File: config.mk
export PLATFORM = sky130hd
export DESIGN_NAME = trig_engine
export DESIGN_NICKNAME = d
export VERILOG_FILES = /design/src/rtl/trig_eng_pkg.sv /design/src/rtl/pat_cmp.sv /design/src/rtl/trig_cond.sv /design/src/rtl/pause_delay.sv /design/src/rtl/trig_engine.sv
export SDC_FILE = /design/constraint.sdc
export NUM_CORES = 1
export LEC_CHECK = 0
export BUFFER_PORTS_ARGS = -buffer_cell sky130_fd_sc_hd__buf_2
export CAP_MARGIN = 20
export CORE_ASPECT_RATIO = 0.9
export CORE_UTILIZATION = 50
export CTS_CLUSTER_SIZE = 12
export DETAILED_ROUTE_END_ITERATION = 10
export PLACE_DENSITY = 0.77
export SLEW_MARGIN = 0
export SYNTH_ARGS = -nofsm -noshare
export SYNTH_HDL_FRONTEND = slang
export SYNTH_SLANG_ARGS = --single-unit
File: constraint.sdc
create_clock -name clk -period 3.5 [get_ports clk]
set_input_delay 0.175 -clock clk [delete_from_list [all_inputs] [get_ports clk]]
set_output_delay 0.175 -clock clk [all_outputs]
set_load 0.005 [all_outputs]
File: src/rtl/trig_eng_pkg.sv
package trig_eng_pkg;

    typedef enum logic [2:0] {
        ST_IDLE  = 3'd0,
        ST_ARMED = 3'd1,
        ST_RUN   = 3'd2,
        ST_PAUSE = 3'd3,
        ST_DONE  = 3'd4
    } sess_t;

    typedef enum logic [1:0] {
        SRC_OFF      = 2'd0,
        SRC_LINE     = 2'd1,
        SRC_MATCH    = 2'd2,
        SRC_MISMATCH = 2'd3
    } src_t;

endpackage

File: src/rtl/pat_cmp.sv
module pat_cmp #(
    parameter int DATA_W = 8
) (
    input  logic [DATA_W-1:0] data_i,
    input  logic [DATA_W-1:0] pattern_i,
    input  logic [DATA_W-1:0] mask_i,
    output logic              match_o
);
    // only bits selected by the mask take part in the comparison
    always_comb begin
        match_o = (((data_i ^ pattern_i) & mask_i) == '0);
    end
endmodule

File: src/rtl/trig_cond.sv
module trig_cond
    import trig_eng_pkg::*;
#(
    parameter int N_LINES = 4,
    parameter int SEL_W   = 2,
    parameter bit IS_EDGE = 1'b1
) (
    input  logic [1:0]         src_i,
    input  logic [SEL_W-1:0]   sel_i,
    input  logic               pol_i,
    input  logic               gen_mode_i,
    input  logic [N_LINES-1:0] lines_i,
    input  logic [N_LINES-1:0] lines_prev_i,
    input  logic               match_i,
    input  logic               match_prev_i,
    output logic               fire_o,
    output logic               off_o
);
    src_t src;
    logic lvl_now;
    logic lvl_prev;

    always_comb begin
        src      = src_t'(src_i);
        lvl_now  = 1'b0;
        lvl_prev = 1'b0;
        // pattern sources are unavailable during playback
        off_o    = (src == SRC_OFF) || (gen_mode_i && (src != SRC_LINE));
        case (src)
            SRC_LINE: begin
                lvl_now  = lines_i[sel_i] ^ pol_i;
                lvl_prev = lines_prev_i[sel_i] ^ pol_i;
            end
            SRC_MATCH: begin
                lvl_now  = match_i & ~gen_mode_i;
                lvl_prev = match_prev_i & ~gen_mode_i;
            end
            SRC_MISMATCH: begin
                lvl_now  = ~match_i & ~gen_mode_i;
                lvl_prev = ~match_prev_i & ~gen_mode_i;
            end
            default: begin
                lvl_now  = 1'b0;
                lvl_prev = 1'b0;
            end
        endcase
    end

    generate
        if (IS_EDGE) begin : g_edge
            assign fire_o = lvl_now & ~lvl_prev;
        end else begin : g_level
            assign fire_o = lvl_now;
        end
    endgenerate
endmodule

File: src/rtl/pause_delay.sv
module pause_delay #(
    parameter int DEPTH = 6
) (
    input  logic clk,
    input  logic rst_n,
    input  logic in_i,
    output logic out_o
);
    generate
        if (DEPTH == 0) begin : g_pass
            assign out_o = in_i;
        end else begin : g_line
            logic [DEPTH-1:0] pipe_d;
            logic [DEPTH-1:0] pipe_q;

            always_comb begin
                pipe_d = {pipe_q[DEPTH-1:0], in_i} >> 0;
                pipe_d = (DEPTH > 1) ? {pipe_q[(DEPTH>1 ? DEPTH-2 : 0):0], in_i}
                                     : in_i;
            end

            always_ff @(posedge clk or negedge rst_n) begin
                if (!rst_n) pipe_q <= '0;
                else        pipe_q <= pipe_d;
            end

            assign out_o = pipe_q[DEPTH-1];
        end
    endgenerate
endmodule

File: src/rtl/trig_engine.sv
module trig_engine
    import trig_eng_pkg::*;
#(
    parameter int DATA_W    = 8,
    parameter int N_LINES   = 4,
    parameter int CNT_W     = 16,
    parameter int PAUSE_LAT = 6,
    localparam int SEL_W    = (N_LINES > 1) ? $clog2(N_LINES) : 1
) (
    input  logic               clk,
    input  logic               rst_n,
    input  logic               arm_i,
    input  logic               stop_i,
    input  logic               gen_mode_i,
    input  logic [N_LINES-1:0] lines_i,
    input  logic [DATA_W-1:0]  data_i,
    input  logic [DATA_W-1:0]  pattern_i,
    input  logic [DATA_W-1:0]  mask_i,
    input  logic [1:0]         start_src_i,
    input  logic [SEL_W-1:0]   start_sel_i,
    input  logic               start_pol_i,
    input  logic [1:0]         pause_src_i,
    input  logic [SEL_W-1:0]   pause_sel_i,
    input  logic               pause_pol_i,
    input  logic [1:0]         ref_src_i,
    input  logic [SEL_W-1:0]   ref_sel_i,
    input  logic               ref_pol_i,
    input  logic [CNT_W-1:0]   pre_count_i,
    input  logic [CNT_W-1:0]   post_count_i,
    output logic [2:0]         state_o,
    output logic               ready_start_o,
    output logic               data_active_o
);
    localparam logic [CNT_W-1:0] CNT_MAX = {CNT_W{1'b1}};

    typedef struct packed {
        sess_t              st;
        logic [N_LINES-1:0] lines_prev;
        logic               match_prev;
        logic [CNT_W-1:0]   pre;
        logic [CNT_W-1:0]   post;
        logic               ref_seen;
    } eng_t;

    eng_t r_d, r_q;

    logic match;
    logic start_fire, start_off;
    logic pause_fire, pause_off, pause_lvl;
    logic ref_fire, ref_off;
    logic pause_late, pause_eff;

    pat_cmp #(.DATA_W(DATA_W)) u_cmp (
        .data_i    (data_i),
        .pattern_i (pattern_i),
        .mask_i    (mask_i),
        .match_o   (match)
    );

    trig_cond #(.N_LINES(N_LINES), .SEL_W(SEL_W), .IS_EDGE(1'b1)) u_start (
        .src_i(start_src_i), .sel_i(start_sel_i), .pol_i(start_pol_i),
        .gen_mode_i(gen_mode_i), .lines_i(lines_i), .lines_prev_i(r_q.lines_prev),
        .match_i(match), .match_prev_i(r_q.match_prev),
        .fire_o(start_fire), .off_o(start_off)
    );

    trig_cond #(.N_LINES(N_LINES), .SEL_W(SEL_W), .IS_EDGE(1'b0)) u_pause (
        .src_i(pause_src_i), .sel_i(pause_sel_i), .pol_i(pause_pol_i),
        .gen_mode_i(gen_mode_i), .lines_i(lines_i), .lines_prev_i(r_q.lines_prev),
        .match_i(match), .match_prev_i(r_q.match_prev),
        .fire_o(pause_fire), .off_o(pause_off)
    );

    trig_cond #(.N_LINES(N_LINES), .SEL_W(SEL_W), .IS_EDGE(1'b1)) u_ref (
        .src_i(ref_src_i), .sel_i(ref_sel_i), .pol_i(ref_pol_i),
        .gen_mode_i(gen_mode_i), .lines_i(lines_i), .lines_prev_i(r_q.lines_prev),
        .match_i(match), .match_prev_i(r_q.match_prev),
        .fire_o(ref_fire), .off_o(ref_off)
    );

    assign pause_lvl = pause_fire & ~pause_off;

    pause_delay #(.DEPTH(PAUSE_LAT)) u_pdly (
        .clk   (clk),
        .rst_n (rst_n),
        .in_i  (pause_lvl),
        .out_o (pause_late)
    );

    // capture pauses with the data, playback after a fixed lag
    assign pause_eff = gen_mode_i ? pause_late : pause_lvl;

    always_comb begin
        logic running;
        logic ref_ok;
        logic finish;

        r_d            = r_q;
        r_d.lines_prev = lines_i;
        r_d.match_prev = match;
        running        = (r_q.st == ST_RUN);
        ref_ok         = 1'b0;
        finish         = 1'b0;

        case (r_q.st)
            ST_IDLE, ST_DONE: begin
                if (arm_i) r_d.st = ST_ARMED;
            end
            ST_ARMED: begin
                if (start_off || start_fire) begin
                    r_d.st       = ST_RUN;
                    r_d.pre      = '0;
                    r_d.post     = '0;
                    r_d.ref_seen = 1'b0;
                end
            end
            ST_RUN, ST_PAUSE: begin
                ref_ok = !gen_mode_i && !ref_off && ref_fire && running &&
                         !r_q.ref_seen && (r_q.pre >= pre_count_i);
                if (running && !r_q.ref_seen && (r_q.pre != CNT_MAX))
                    r_d.pre = r_q.pre + 1'b1;
                if (ref_ok) begin
                    if (post_count_i == '0) begin
                        finish = 1'b1;
                    end else begin
                        r_d.post     = post_count_i;
                        r_d.ref_seen = 1'b1;
                    end
                end else if (running && r_q.ref_seen) begin
                    if (r_q.post == CNT_W'(1)) finish = 1'b1;
                    else                       r_d.post = r_q.post - 1'b1;
                end
                if (finish)         r_d.st = ST_DONE;
                else if (pause_eff) r_d.st = ST_PAUSE;
                else                r_d.st = ST_RUN;
            end
            default: r_d.st = ST_IDLE;
        endcase

        if (stop_i) r_d.st = ST_IDLE;
    end

    always_ff @(posedge clk or negedge rst_n) begin
        if (!rst_n) begin
            r_q <= '{st: ST_IDLE, lines_prev: '0, match_prev: 1'b0,
                     pre: '0, post: '0, ref_seen: 1'b0};
        end else begin
            r_q <= r_d;
        end
    end

    assign state_o       = r_q.st;
    assign ready_start_o = (r_q.st == ST_ARMED);
    assign data_active_o = (r_q.st == ST_RUN);
endmodule

==> run metrics, run 1 <==
RR Startpoint=state_o[1]; DRT iter0 DRCs=171; post-synthesis xor/xnor area fraction=6.48%; layout cell share with drive strength beyond 1=23.6%; Power Dens Cells=510 nW/µm²; post-route ant nets=0; final setup skew=0.0144 ns; VDD IR max=0.000245 V; worst hold path class=in2reg; Post-Syn Area=3240 µm²; CP required=3.69 ns; initial antenna violation count=0; Worst Path Arrival=3.22 ns; wire length of the first global-routing pass=12.7 mm; Avg Vias per Cell=5.56; Worst-path clk slew=0.10 ns; Fin. Hold Viols=0; EDFF count, synth=0; RSZ-0062 raised after global routing=false; Syn Area/Cell=8.63 µm²; Yosys reg bits=47; max_slew headroom=52.9%; Post-synth ARST share=100%; dpl hpwl=5.76 mm; crit path max fanout=27; vias in the first global route=3008; top cells by count, synth=47 x dfrtp_1, 35 x nor2_1, 33 x o21ai_0; largest family of logic cells by synthesized area=simple AND/OR/NAND/NOR gates; Syn Nets=475; clk sinks=47; root buf cell=clkbuf_8; Pre-antenna DRT Iters=4; post-synthesis mux area share=4.51%; core area=6180 µm²; Final Wtd Congestion=0.824; CTS tree=done; Clock Path Buffers=2; Routed WL=7.39 mm; max_cap viols=0; most frequent cell after synthesis=dfrtp_1; WHS=0.0291 ns; top cell type's share of synthesized area=36.3%; Pins Over Slew Limit=0; largest area contributor in the netlist=dfrtp_1; register area share after synthesis=36.3%; Post-Synth Adder-Cell Area=7.33%; leak pwr=1.91 nW; Nets=556; ANT cells=0; Crit Reg-Reg Endpoint=r_q[11]; setup TNS=0 ns; H-tree levels=2; GRT Residual Overflow=0; largest net degree at the start of global routing=48; synth top area cells=dfrtp_1 36%, ha_1 7.3%, xor2_1 5.9%; die area=6810 µm²; min-delay src=lines_i[1]; area delta synth->final=19.0%; Setup CP Type=reg2reg; cells on worst reg2reg path=8; hold endpoint=r_q[35]; hold path depth=1; Boundary Pins=85; worst-skew pair later-pin latency=0.30 ns; Fmax achieved=330 MHz; routed len/inst=13.6 µm; Tcrit/Tclk final=86.6%; Via Count=3031; effective utilization at floorplan=52.5%; Post-synth top flop=dfrtp_1; compound-gate portion of the synthesized area=16.9%; Setup Viol. Count Final=0; post-CTS setup buffer count=0; run status=complete, no violations; Die Span X=86.9 µm; Global Route Usage Sum=23.2%; Core Rows=27; synth warn=0; Syn Inst Count=376; Vert. Die Dim=78.4 µm; crit end category=flip-flop; CP Launch Type=flip-flop; Port Buffers=84; Period minus WS final=3.03 ns; Simple-Gate Fraction of Synth Area=23.2%; CP startpoint=state_o[1]; Yosys cell types=49; worst-margin pin slew=0.702 ns; r2r setup slk=0.47 ns; # DRC=0; total CTS buffers=5
==> per-stage QoR <==
stage,cell area [µm²],worst slack (ns),std cells,power [mW],util [%]
finish,3860,0.468,545,1.97,62.4
global route,3860,0.198,545,2.12,62.4
CTS,3850,0.390,545,1.96,62.3
detailed placement,3740,0.415,536,1.60,60.5
global placement,3740,0.451,536,1.56,60.5
floorplan,3240,0.924,376,1.36,-
==> layer usage <==
metal / vias to the layer above / track usage (%) / wire length (µm)
met2: 87 / 41.0 / 3600
met1: 1418 / 29.7 / 3380
met3: 4 / 4.21 / 373
met5: - / 0 / 0
met4: 0 / 4.33 / 37
li1: 1522 / - / -
==> cell type report <==
class	count	area [µm²]
fill	539	2320
clock buffer	7	96.3
timing repair buffer	89	460
sequential	47	1180
multi-input combinational	286	1910
inverter	28	105
tap	87	109
clock inverter	1	7.51
==> power by group <==
part	switching [mW]	internal (mW)	total, mW
combinational	0.506	0.352	0.858
sequential	0.113	0.636	0.750
clock	0.181	0.180	0.361
==> sequential cells by signal, indices dropped and copies added (netlist names) <==
name,cells
r_q,38
u_pdly.g_line.pipe_q,6
state_o,3
==> worst max-delay path by stage <==
stage          slack [ns]      end  cells after the start
2_1_floorplan        0.92  r_q[32]                      8
3_3_place_gp         0.45  r_q[13]                      8
3_5_place_dp         0.41  r_q[11]                      8
4_1_cts              0.39  r_q[11]                      8
5_1_grt              0.20   r_q[8]                      8
6_report             0.47  r_q[11]                      8
==> worst max-delay path: stages, from the launching register on <==
cell and delay, ns:
dfrtp_1 0.54, nand2b_1 0.37, nor4_2 0.41, o211ai_1 0.22
a22oi_2 0.56, buf_4 0.38, nor2_1 0.16, a21oi_1 0.19
o22ai_1 0.09
==> layout by cell type (no fill, tap or decap), drive strengths merged, types with 2 or more instances in the layout <==
master and count:
nand4 6, ha 19, buf 88, nand2b 7, nand3 15, mux4 5, a22oi 6, nor2b 3
xor2 22, clkbuf 7, and4 2, or4 3, nand3b 2, and3 6, dfrtp 47, a211oi 5
o22ai 7, mux2i 3, xnor2 2, o31ai 2, o211ai 3, or3 3, a21oi 27, nand2 20
o21ai 33, nor4 11, or3b 2, nor3 19, and2 3, a21o 2, nor2 36, inv 28
==> cell families (layout without fill, tap and decap cells) <==
group / after synthesis / count (layout)
and+or+nand+nor: 142 / 142
AOI/OAI and AO/OA: 93 / 93
DFF: 47 / 47
buffers and inverters: 43 / 125
xor gates and xnor gates: 24 / 24
adders and majority gates: 19 / 19
muxes: 8 / 8
==> repair_timing <==
item	4_1_cts	5_1_grt
endpoints found under the setup margin	0	1
hold buffers	1	0
resized for setup	0	1
hold endpoints to repair	47	0
(Power assumes the default switching activity.)
==> inputs of run 2 (changes only) <==
- BUFFER_PORTS_ARGS: -buffer_cell sky130_fd_sc_hd__buf_2 -> -buffer_cell sky130_fd_sc_hd__clkbuf_2
==> run metrics, run 2 (synthesis gave the netlist of run 1 again) <==
run status=complete, no violations (unchanged); initial antenna violation count=0 (unchanged); Die Span X=86.9 µm (unchanged); DRT iter0 DRCs=146 (was 171); root buf cell=clkbuf_8 (unchanged); FILL cells=545 (was 539); effective utilization at floorplan=52.5% (unchanged); # DRC=0 (unchanged); Fmax achieved=337 MHz (was 330 MHz); Pins Over Slew Limit=0 (unchanged); Port Buffers=84 (unchanged); core area=6180 µm² (unchanged); die area=6810 µm² (unchanged); max_cap viols=0 (unchanged); dpl hpwl=5.87 mm (was 5.76 mm); CTS tree=done (unchanged); worst-margin pin slew=0.728 ns (was 0.702 ns); setup TNS=0 ns (unchanged); worst-skew pair later-pin latency=0.31 ns (was 0.30 ns); Tcrit/Tclk final=84.7% (was 86.6%); area delta synth->final=19.0% (about the same); placed cell count=536 (unchanged); Fin. Hold Viols=0 (unchanged); Most flops, register=r_q (unchanged); Boundary Pins=85 (unchanged); VDD IR max=0.000311 V (was 0.000245 V); Clock Path Buffers=2 (unchanged); routed len/inst=13.8 µm (was 13.6 µm); largest net degree at the start of global routing=32 (was 48); Core Rows=27 (unchanged); commonest non-fill, non-tap cell in the layout=clkbuf_2 (was buf_2); non-filler cells in the finished layout=544 (was 545); crit end category=flip-flop (unchanged); wire length of the first global-routing pass=12.9 mm (was 12.7 mm); leak pwr=1.92 nW (was 1.91 nW); max_slew headroom=51.2% (was 52.9%); CP required=3.70 ns (was 3.69 ns); Setup CP Type=reg2reg (unchanged); post-route ant nets=0 (unchanged); worst hold path class=in2reg (unchanged); fin util=62.4% (about the same); H-tree levels=2 (unchanged); Global Route Usage Sum=24.1% (was 23.2%); total CTS buffers=5 (unchanged); Worst-path clk slew=0.09 ns (was 0.10 ns); Nets=556 (unchanged); Routed WL=7.53 mm (was 7.39 mm); Setup Viol. Count Final=0 (unchanged); Via Count=3061 (was 3031); layout cell share with drive strength beyond 1=23.2% (was 23.6%); vias in the first global route=2982 (was 3008); Period minus WS final=2.96 ns (was 3.03 ns); final setup skew=0.0118 ns (was 0.0144 ns); commonest non-fill, non-tap cells in the layout=84 x clkbuf_2, 47 x dfrtp_1, 35 x nor2_1, 33 x o21ai_0, 28 x inv_1 (was 84 x buf_2, 47 x dfrtp_1, 35 x nor2_1, 33 x o21ai_0, 28 x inv_1); Final Wtd Congestion=0.835 (was 0.824); Power Dens Cells=516 nW/µm² (was 510 nW/µm²); Pre-antenna DRT Iters=4 (unchanged); number of flip-flops in the largest register=38 (unchanged); CP Launch Type=flip-flop (unchanged); GRT Residual Overflow=0 (unchanged); Worst Path Arrival=3.16 ns (was 3.22 ns); Avg Vias per Cell=5.63 (was 5.56); ANT cells=0 (unchanged); Vert. Die Dim=78.4 µm (unchanged); RSZ-0062 raised after global routing=false (unchanged); clk sinks=47 (unchanged); crit path max fanout=27 (unchanged)
[run 2: critical path, cell delays in order, from the launching register on]
cell and delay [ns]:
dfrtp_1 0.53, nand2b_1 0.35, nor4_2 0.36, o31ai_1 0.22
a22oi_2 0.57, buf_4 0.38, nor2_1 0.15, a21oi_1 0.19
o22ai_1 0.10
[run 2: cell type report]
type	instances	area [µm²]	share of cell area, %
Clock inverter	1	30.0	0.778
Sequential cell	47	1180	30.5
Multi-Input combinational cell	286	1910	49.4
Tap cell	87	109	2.82
Clock buffer	6	72.6	1.88
Timing Repair Buffer	89	460	11.9
Inverter	28	105	2.72
[run 2: what timing repair did]
| item | 4_1_cts | 5_1_grt |
|---|---|---|
| endpoints found under the hold margin | 16 | 0 |
| setup endpoints to repair | 0 | 3 |
| gates resized for setup | 0 | 1 |
| hold buffers | 1 | 0 |
| setup buffers | 0 | 0 |
[run 2: per-stage QoR]
| step | power [mW] | instance area (µm²) | hold slack (ns) | worst slack [ns] |
|---|---|---|---|---|
| 2_1_floorplan | 1.36 | 3240 | -0.121 | 0.924 |
| 3_3_place_gp | 1.57 | 3740 | 0.124 | 0.438 |
| 3_5_place_dp | 1.59 | 3740 | 0.130 | 0.422 |
| 4_1_cts | 1.98 | 3850 | 0.00680 | 0.379 |
| 5_1_grt | 2.15 | 3860 | 0.00705 | 0.170 |
| 6_report | 1.99 | 3860 | 0.0158 | 0.537 |
[run 2: worst paths after layout]
path / start / to / slack, ns / depth (start not counted)
worst max-delay path: state_o[1] / r_q[11] / 0.54 / 8
worst min-delay path: lines_i[1] / r_q[35] / 0.02 / 1
worst max register to register: state_o[1] / r_q[11] / 0.54 / 8
worst min register to register: u_pdly.g_line.pipe_q[1] / u_pdly.g_line.pipe_q[2] / 0.36 / 0
max in group asynchronous: rst_n / state_o[1] / 2.40 / 3
min in group asynchronous: rst_n / r_q[10] / 0.33 / 2
[run 2: where the power goes]
part	internal [mW]	switching, mW
logic	0.351	0.500
registers	0.637	0.114
clock network	0.210	0.180
[run 2: layer usage]
| layer | track usage (%) | share of wire [%] | vias to the layer above |
|---|---|---|---|
| met1 | 30.4 | 44 | 1415 |
| met5 | 0 | 0 | - |
| li1 | - | - | 1532 |
| met3 | 5.15 | 5.9 | 11 |
| met4 | 8.17 | 1.5 | 0 |
| met2 | 40.9 | 49 | 103 |
